[src/rtl/wpa_pkg.sv]
package wpa_pkg;

    typedef enum logic [3:0] {
        K_NONE, K_WREN, K_WRDI, K_EWSR, K_WRSR, K_PROG, K_AAI,
        K_SERASE, K_BERASE, K_CERASE, K_EBSY, K_DBSY
    } op_kind_e;

    typedef enum logic [2:0] {
        G_NONE  = 3'd0,
        G_PROG  = 3'd1,
        G_AAI   = 3'd2,
        G_SECT  = 3'd3,
        G_BLK   = 3'd4,
        G_CHIP  = 3'd5,
        G_STAT  = 3'd6
    } grant_e;

    function automatic logic is_array_write(op_kind_e k);
        return (k == K_PROG) || (k == K_AAI) || (k == K_SERASE) ||
               (k == K_BERASE) || (k == K_CERASE);
    endfunction

endpackage

[src/rtl/wpa_decode.sv]
module wpa_decode
    import wpa_pkg::*;
(
    input  logic [7:0] code,
    output op_kind_e   kind
);
    always_comb begin
        case (code)
            8'h06:   kind = K_WREN;
            8'h04:   kind = K_WRDI;
            8'h50:   kind = K_EWSR;
            8'h01:   kind = K_WRSR;
            8'h02:   kind = K_PROG;
            8'hAD:   kind = K_AAI;
            8'h20:   kind = K_SERASE;
            8'hD8:   kind = K_BERASE;
            8'h60,
            8'hC7:   kind = K_CERASE;
            8'h70:   kind = K_EBSY;
            8'h80:   kind = K_DBSY;
            default: kind = K_NONE;
        endcase
    end
endmodule

[src/rtl/wpa_frame.sv]
module wpa_frame
    import wpa_pkg::*;
#(
    parameter int NB = 5,
    localparam int CW = $clog2(NB + 1)
) (
    input  logic            clk,
    input  logic            rst_n,
    input  logic            sel_active,
    input  logic            op_stb,
    input  op_kind_e        op_kind,
    input  logic            byte_stb,
    input  logic [7:0]      byte_val,
    output logic            fr_end,
    output op_kind_e        fr_kind,
    output logic [CW-1:0]   fr_cnt,
    output logic [NB*8-1:0] fr_bytes
);
    typedef struct packed {
        logic                 sel;
        op_kind_e             kind;
        logic [CW-1:0]        cnt;
        logic [NB-1:0][7:0]   bytes;
    } fr_state_t;

    fr_state_t f_d, f_q;

    assign fr_end  = f_q.sel & ~sel_active;
    assign fr_kind = f_q.kind;
    assign fr_cnt  = f_q.cnt;

    for (genvar i = 0; i < NB; i++) begin : g_out
        assign fr_bytes[8*i +: 8] = f_q.bytes[i];
    end

    always_comb begin
        f_d = f_q;
        f_d.sel = sel_active;
        if (fr_end) begin
            f_d.kind = K_NONE;
            f_d.cnt  = '0;
        end
        if (sel_active && op_stb) begin
            f_d.kind = op_kind;
            f_d.cnt  = '0;
        end else if (sel_active && byte_stb && (f_q.cnt < CW'(NB))) begin
            f_d.bytes[f_q.cnt] = byte_val;
            f_d.cnt = f_q.cnt + CW'(1);
        end
    end

    always_ff @(posedge clk or negedge rst_n) begin
        if (!rst_n) f_q <= '0;
        else        f_q <= f_d;
    end

    // byte count never runs past the buffer
    assert_cnt_bound_R12: assert property (@(posedge clk) disable iff (!rst_n)
        f_q.cnt <= CW'(NB));

endmodule

[src/rtl/wpa_ctrl.sv]
module wpa_ctrl
    import wpa_pkg::*;
#(
    parameter int AW = 24
) (
    input  logic          clk,
    input  logic          rst_n,
    input  logic          sel_active,
    input  logic          op_stb,
    input  logic [7:0]    op_code,
    input  logic          byte_stb,
    input  logic [7:0]    byte_val,
    input  logic          op_done,
    output logic          wel,
    output logic          busy,
    output logic          aai_mode,
    output logic          grant,
    output logic [2:0]    grant_kind,
    output logic [AW-1:0] prog_addr,
    output logic          word_valid,
    output logic [15:0]   word_data,
    output logic          rb_oe,
    output logic          rb_out
);
    localparam int AB = AW / 8;
    localparam int NB = AB + 2;
    localparam int CW = $clog2(NB + 1);

    op_kind_e        dec_kind;
    logic            fr_end;
    op_kind_e        fr_kind;
    logic [CW-1:0]   fr_cnt;
    logic [NB*8-1:0] fr_bytes;
    logic [AW-1:0]   fr_addr;

    wpa_decode u_dec (.code(op_code), .kind(dec_kind));

    wpa_frame #(.NB(NB)) u_frame (
        .clk(clk), .rst_n(rst_n), .sel_active(sel_active),
        .op_stb(op_stb), .op_kind(dec_kind),
        .byte_stb(byte_stb), .byte_val(byte_val),
        .fr_end(fr_end), .fr_kind(fr_kind), .fr_cnt(fr_cnt), .fr_bytes(fr_bytes)
    );

    // address bytes arrive most significant first
    for (genvar i = 0; i < AB; i++) begin : g_addr
        assign fr_addr[8*(AB-1-i) +: 8] = fr_bytes[8*i +: 8];
    end

    typedef struct packed {
        logic          wel;
        logic          busy;
        logic          aai;
        logic          arm;
        logic          rb_en;
        logic          grant;
        grant_e        gkind;
        logic [AW-1:0] addr;
        logic          wvalid;
        logic [15:0]   wdata;
    } ctl_state_t;

    ctl_state_t s_d, s_q;

    always_comb begin
        s_d        = s_q;
        s_d.grant  = 1'b0;
        s_d.gkind  = G_NONE;
        s_d.wvalid = 1'b0;
        if (op_done && s_q.busy) begin
            s_d.busy = 1'b0;
            if (!s_q.aai) s_d.wel = 1'b0;
        end
        if (fr_end) begin
            s_d.arm = 1'b0;
            case (fr_kind)
                K_WREN: s_d.wel = 1'b1;
                K_WRDI: begin
                    s_d.wel = 1'b0;
                    s_d.aai = 1'b0;
                end
                K_EWSR: s_d.arm   = 1'b1;
                K_EBSY: s_d.rb_en = 1'b1;
                K_DBSY: s_d.rb_en = 1'b0;
                K_WRSR: begin
                    if (s_q.arm && !s_q.busy && fr_cnt >= CW'(1)) begin
                        s_d.grant = 1'b1;
                        s_d.gkind = G_STAT;
                        s_d.busy  = 1'b1;
                    end
                end
                default: begin
                    if (is_array_write(fr_kind) && s_q.wel && !s_q.busy) begin
                        if (s_q.aai) begin
                            if (fr_kind == K_AAI && fr_cnt >= CW'(2)) begin
                                s_d.grant  = 1'b1;
                                s_d.gkind  = G_AAI;
                                s_d.addr   = s_q.addr + AW'(2);
                                s_d.wvalid = 1'b1;
                                s_d.wdata  = {fr_bytes[7:0], fr_bytes[15:8]};
                                s_d.busy   = 1'b1;
                            end
                        end else begin
                            case (fr_kind)
                                K_PROG: if (fr_cnt >= CW'(AB + 1)) begin
                                    s_d.grant = 1'b1;
                                    s_d.gkind = G_PROG;
                                    s_d.addr  = fr_addr;
                                    s_d.wdata = {8'h00, fr_bytes[8*AB +: 8]};
                                    s_d.busy  = 1'b1;
                                end
                                K_AAI: if (fr_cnt >= CW'(AB + 2)) begin
                                    s_d.grant  = 1'b1;
                                    s_d.gkind  = G_AAI;
                                    s_d.aai    = 1'b1;
                                    s_d.addr   = fr_addr;
                                    s_d.wvalid = 1'b1;
                                    s_d.wdata  = {fr_bytes[8*AB +: 8], fr_bytes[8*(AB+1) +: 8]};
                                    s_d.busy   = 1'b1;
                                end
                                K_SERASE, K_BERASE: if (fr_cnt >= CW'(AB)) begin
                                    s_d.grant = 1'b1;
                                    s_d.gkind = (fr_kind == K_SERASE) ? G_SECT : G_BLK;
                                    s_d.addr  = fr_addr;
                                    s_d.busy  = 1'b1;
                                end
                                K_CERASE: begin
                                    s_d.grant = 1'b1;
                                    s_d.gkind = G_CHIP;
                                    s_d.busy  = 1'b1;
                                end
                                default: ;
                            endcase
                        end
                    end
                end
            endcase
        end
    end

    always_ff @(posedge clk or negedge rst_n) begin
        if (!rst_n) begin
            s_q       <= '0;
            s_q.gkind <= G_NONE;
        end else begin
            s_q <= s_d;
        end
    end

    assign wel        = s_q.wel;
    assign busy       = s_q.busy;
    assign aai_mode   = s_q.aai;
    assign grant      = s_q.grant;
    assign grant_kind = s_q.gkind;
    assign prog_addr  = s_q.addr;
    assign word_valid = s_q.wvalid;
    assign word_data  = s_q.wdata;
    assign rb_oe      = s_q.rb_en & s_q.aai & ~sel_active;
    assign rb_out     = rb_oe & ~s_q.busy;

    // array writes need the latch set and the core idle
    assert_write_needs_wel_R3: assert property (@(posedge clk) disable iff (!rst_n)
        (grant && grant_kind != G_STAT) |-> $past(s_q.wel && !s_q.busy));

    // status write needs the arming frame just before
    assert_status_armed_R6: assert property (@(posedge clk) disable iff (!rst_n)
        (grant && grant_kind == G_STAT) |-> $past(s_q.arm));

    // follow-on auto-increment word steps the address by two
    assert_aai_step_R9: assert property (@(posedge clk) disable iff (!rst_n)
        (word_valid && $past(s_q.aai)) |-> (prog_addr == $past(prog_addr) + AW'(2)));

    // done always ends the busy phase
    assert_done_clears_busy_R4: assert property (@(posedge clk) disable iff (!rst_n)
        (busy && op_done) |=> !busy);

    // a granted operation leaves the block busy
    assert_grant_sets_busy_R7: assert property (@(posedge clk) disable iff (!rst_n)
        grant |-> busy);

    // pulses last a single cycle
    assert_grant_pulse_R13: assert property (@(posedge clk) disable iff (!rst_n)
        grant |=> !grant);

    // ready/busy is only driven in auto-increment mode
    assert_rb_in_aai_R11: assert property (@(posedge clk) disable iff (!rst_n)
        rb_oe |-> aai_mode);

endmodule

[config.mk]
export PLATFORM = sky130hd
export DESIGN_NAME = wpa_ctrl
export DESIGN_NICKNAME = d
export VERILOG_FILES = /design/src/rtl/wpa_pkg.sv /design/src/rtl/wpa_decode.sv /design/src/rtl/wpa_frame.sv /design/src/rtl/wpa_ctrl.sv
export SDC_FILE = /design/constraint.sdc
export NUM_CORES = 1
export LEC_CHECK = 0
export BUFFER_PORTS_ARGS = -buffer_cell sky130_fd_sc_hd__buf_2
export CAP_MARGIN = 20
export CORE_UTILIZATION = 40
export CTS_CLUSTER_DIAMETER = 150
export CTS_CLUSTER_SIZE = 10
export DETAILED_ROUTE_END_ITERATION = 7
export PLACE_DENSITY = 0.61
export SYNTH_ARGS = -nofsm -noshare
export SYNTH_HDL_FRONTEND = slang
export SYNTH_SLANG_ARGS = --single-unit
[constraint.sdc]
create_clock -name clk -period 6.1 [get_ports clk]
set_input_delay 0.305 -clock clk [delete_from_list [all_inputs] [get_ports clk]]
set_output_delay 0.305 -clock clk [all_outputs]
set_load 0.01 [all_outputs]
[Yosys cells after proc, flatten, opt, wreduce, memory -nomap -nowiden]
Cells that the tools add are included.
W data, S select, Z words.
Storage, ports and cells
  register bits: 98
  input port bits: 22
  output and inout bits: 50
  word-level logic and storage cells: 136
Operators by class
  reductions and logical operators: 31
  bitwise gates (word level): 9
  mux-type cells: 41
  equal/unequal tests: 27
  magnitude comparators: 8
  add/sub/neg operators: 2
Operators by type and width (number)
  $mux W45: 4
  $pmux W24 S3: 1
  $mux W28: 2
  $mux W50: 1
  $pmux W4 S11: 1
  $mux W43: 1
  $mux W41: 1
  $bwmux W40: 1
  $eq A8 B8 Y1 const B: 4
  $pmux W16 S2: 1
  $add A24 B2 Y24 const B: 1
  $demux W8 S3: 1
  $eq A8 B7 Y1 const B: 3
  $eq A4 B3 Y1 const B: 4
  $eq A4 B4 Y1 const B: 4
  $eq A8 B3 Y1 const B: 2
  $mux W16: 1
  $pmux W4 S4: 1
  $logic_and A1 B1 Y1: 10
  $mux W1: 10
  $reduce_or A5 Y1: 2
  $eq A4 B2 Y1 const B: 2
  $eq A8 B1 Y1 const B: 1
  $eq A8 B2 Y1 const B: 1
  32 further kinds: 58

[Depth between registers and ports, before layout]
  depth after elaboration: 10
  gate-level depth with buffers: 10
  gate-level depth less buffers: 7

[By module]
A second synthesis with hierarchy kept.
Second synthesis, totals
  cell total of the unflattened synthesis: 602
  area, all modules: 6034.5 um^2
By module, submodules not included
  wpa_ctrl: cells an instance 394, area each 3438.3 um^2, seq. area each 1251.2 um^2, times used 1
  wpa_frame: cells an instance 174, area each 2382.3 um^2, seq. area each 1201.2 um^2, times used 1
  wpa_decode: cells an instance 34, area each 214.0 um^2, seq. area each 0.0 um^2, times used 1

[Worst setup path after synthesis]
Ideal clock, no wire load.
  path kind: register to register
  from: reg u_frame.f_q, in the netlist u_frame.fr_cnt[1]
  to: reg s_q, in the netlist prog_addr[1]
  path slack: 3.997 ns
  required time: 5.975 ns
  arrival time: 1.978 ns
  buffers on the path: 2
  period minus slack after synthesis: 2.103 ns
  stages on the path, launching flop included: 10
  setup time: 0.125 ns
  cells stage by stage: dfrtp_1 -> buf_2 -> inv_1 -> ha_1 -> o31a_1 -> o32a_1 -> nand3_2 -> or2_1 -> buf_2 -> mux2_4
On the way
  longest elaborated chain between the ends: 4
  elaborated cells between the ends (all ways): 10
  those cells by class: 4 x order compare; 4 x eq/ne; 2 x reduce/logical
Ends and longest elaborated chain
  start: declaration: line wpa_frame.sv:26  | fr_state_t f_d, f_q;
  $ge A3 B2 Y1: line wpa_ctrl.sv:95  | if (fr_kind == K_AAI && fr_cnt >= CW'(2)) begin
  $logic_and A1 B1 Y1: line wpa_ctrl.sv:95
  $ne A2 B1 Y1 (no line)
  $reduce_and A8 Y1 (no line) *
  end: declaration: line wpa_ctrl.sv:63  | ctl_state_t s_d, s_q;
Every way passes the cells marked *; elsewhere a longest branch is shown, timed or not.
A chain may end at the register's enable or synchronous reset.

[Worst setup path in the final report]
  from: reg u_frame.f_q, in the netlist u_frame.fr_cnt[0]
  to: reg s_q, in the netlist prog_addr[1]
The elaborated chain is that of the path after synthesis.

==> impl_metrics.toml <==
[run_status]
status = "finished clean"

[routing]
drt_pre_antenna_iters = 5
routed_wl_um = 14100
vias = 4533
drc_errors = 0
ant_nets = 0
wl_per_cell_um = 18.4
first_iter_violations = 360
avgViaCountPerCell = 5.95

[setup_path]
rrSetupSlack_ns = 2.81
startpoint_type = "flip-flop"
critPathCapture = "prog_addr[1]"
crit_chain = "ha_1, ha_1, a2111oi_0, o21ai_0, nand3_2, or2_1, mux2_4"
cpMostUsedCell = "ha_1"
max_stage_delay_ns = 0.80
r2r-end = "prog_addr[1]"
path_class = "reg -> reg"
end_kind = "flip-flop"
cp.arrival_ns = 3.52
ff2ff_path_depth = 7
r2r-start = "u_frame.fr_cnt[0]"
required_ns = 6.33
cpMaxStageDelayCell = "or2_1"
startpoint = "u_frame.fr_cnt[0]"
worstPathMaxFanout = 23

[power]
finalPower_w = 0.00150
power_per_cell_area_mw_per_mm2 = 242
cellLeakagePower_nw = 2.67
vdd_drop_max_v = 0.000138

[die]
fp.coreArea_mm2 = 0.0140
chipWidth_um = 122
initial_core_util_pct = 41.2
die_h_um = 122
pin_count = 72
row_count = 43
die_area_mm2 = 0.0149

[place]
gp_congestion = 0.841
io_buffers = 71
dpl.hpwl_um = 9800
dp.cells = 744
dpl_cell_area_mm2 = 0.00586
dp_slack_ns = 2.87

[timing]
post-route-min-period_ns = 3.29
setup_viol = 0
slew_headroom_pct = 35.6
drv_slew = 0
fin_crit_sh_pct = 53.9
fmax_mhz = 304
skew_ns = 0.0110
rsz0062_at_grt = "no"
worst_pin_slew_ns = 0.966
tns_ns = 0
finalHoldViolations = 0
final.setup.worst_slack_ns = 2.81

[synthesis]
synthTopCellsByArea = "dfrtp_1, mux2_2, buf_4, o31ai_1, o21ai_0"
yosysTopAreaCellShare_pct = 42.6
synth_largest_area_cell = "dfrtp_1"
synth_cells = 571
ys_types = 76
syn_area_per_cell_um2 = 10.1
synthFlopType = "dfrtp_1"
yosysSeqAreaShare_pct = 42.6
synth.ff_latch_count = 98
synth_edf_count = 0
yosysWarningCount = 0
syn_nets = 597
synth-async-reset-ratio_pct = 100
syn_area_mm2 = 0.00576

[hold_path]
min_from = "op_done"
min_path_type = "in -> reg"

[global_routing]
grtUsageTotal_pct = 19.6
overflow = 0
grt_max_degree = 77
antenna_found_initial = 0
grt_pass1_wl_um = 22600
grt_pass1_vias = 4265

[clocking]
cts.htree.levels = 3
clk_pin_slew_ns = 0.07
clockBufferDepth = 2
cts_sinks = 98
cts_inserted_buffers = 9
clk_latency_ns = 0.35
postCtsResizedCells = 0
cts_root_buf = "clkbuf_16"
cts_tree = "done"

[cells_and_area]
multi_input_area_mm2 = 0.00273
syn2layout_area_growth_pct = 7.82
fillerInstances = 1349
drive_gt1_share_pct = 28.5
final-seq-area_mm2 = 0.00245
final_cells = 762
finalInstanceArea_mm2 = 0.00621
finalNetCount = 603
num_antenna_cells = 0

[flow_run]
max_cap_violations = 0
==> synth_stat cells, types with 16 or more instances <==
library cell and count:
buf_4 46, clkbuf_1 18, nand2_1 23, o31ai_1 23
nor2_1 30, o21ai_0 25, mux2_2 48, o21ai_1 17
a21oi_1 21, dfrtp_1 98, inv_1 18, nor3_1 16
==> through the flow <==
stage | util, % | hold WS, ns
floorplan | - | 0.00941
detailed placement | 41.9 | 0.220
global route | 44.4 | 0.191
finish | 44.4 | 0.169
CTS | 44.3 | 0.154
global placement | 41.9 | 0.219
==> worst min-delay path by stage <==
stage,cells after the start,endpoint,slack (ns)
floorplan,0,async pin,0.009
global route,2,busy,0.19
CTS,2,busy,0.15
finish,2,busy,0.17
detailed placement,1,grant,0.22
global placement,1,grant,0.22
==> layout make-up <==
type                    instances  area share, %
clock inverters                 7           1.75
well taps                     180           3.63
repair buffers                 76           6.47
multi-input cells             374           44.0
clock buffers                   9           3.63
flip-flops and latches         98           39.5
inverters                      18           1.09
==> metal layers <==
layer	global-route usage (%)	share of wire [%]	vias to the layer above
met5	0	0	-
met4	6.71	1.4	0
met3	2.90	4.3	15
met2	28.5	45	128
met1	29.3	50	2259
li1	-	-	2131
==> critical path: cells and delay by family, from the launching register on <==
family,cells,cell delay [ns]
compound gates,2,0.55
fa+ha+maj,2,0.50
flops,1,0.57
mux,1,0.35
simple gates,2,1.21
==> cell families after synthesis <==
| logic type | Yosys count | share of synthesized area [%] |
|---|---|---|
| AOI/OAI and AO/OA | 162 | 19.5 |
| DFF | 98 | 42.6 |
| muxes | 51 | 10.1 |
| buffers and inverters | 99 | 10.0 |
| xor gates and xnor gates | 2 | 0.304 |
| and+or+nand+nor | 155 | 16.6 |
| adders and majority gates | 4 | 0.869 |
==> cells in the final DEF (no fill, tap or decap), types with 4 or more instances in the layout <==
cell	synthesis	final
a22oi_1	7	7
a22o_1	11	11
ha_1	4	4
mux2_2	48	48
o31ai_1	23	23
a21oi_1	21	21
o21ai_1	17	17
nor2_1	30	30
o21ai_0	25	25
nor4b_1	4	4
nor3_1	16	16
a222oi_1	8	8
a211oi_1	4	4
nand2b_1	4	4
or4_1	4	4
clkbuf_16	0	9
nor4_4	4	4
nand4_1	4	4
o22ai_1	5	5
nor4_1	9	9
nand3_1	14	14
and3_1	5	5
buf_4	46	4
nor2b_1	5	5
inv_1	18	18
dfrtp_1	98	98
nand2_1	23	23
a31oi_1	11	11
buf_2	15	70
==> report_power, final <==
part	switching (W)	leakage (nW)	total, W	internal [W]
Clock	0.000264	0.164	0.000632	0.000367
Sequential	0.0000568	1.29	0.000752	0.000695
Combinational	0.0000658	1.21	0.000121	0.0000553
==> timing repair <==
action	4_1_cts	5_1_grt
setup buffers	0	0
hold buffers	1	0
endpoints found under the hold margin	22	0
Power figures use the tool's default switching activity.
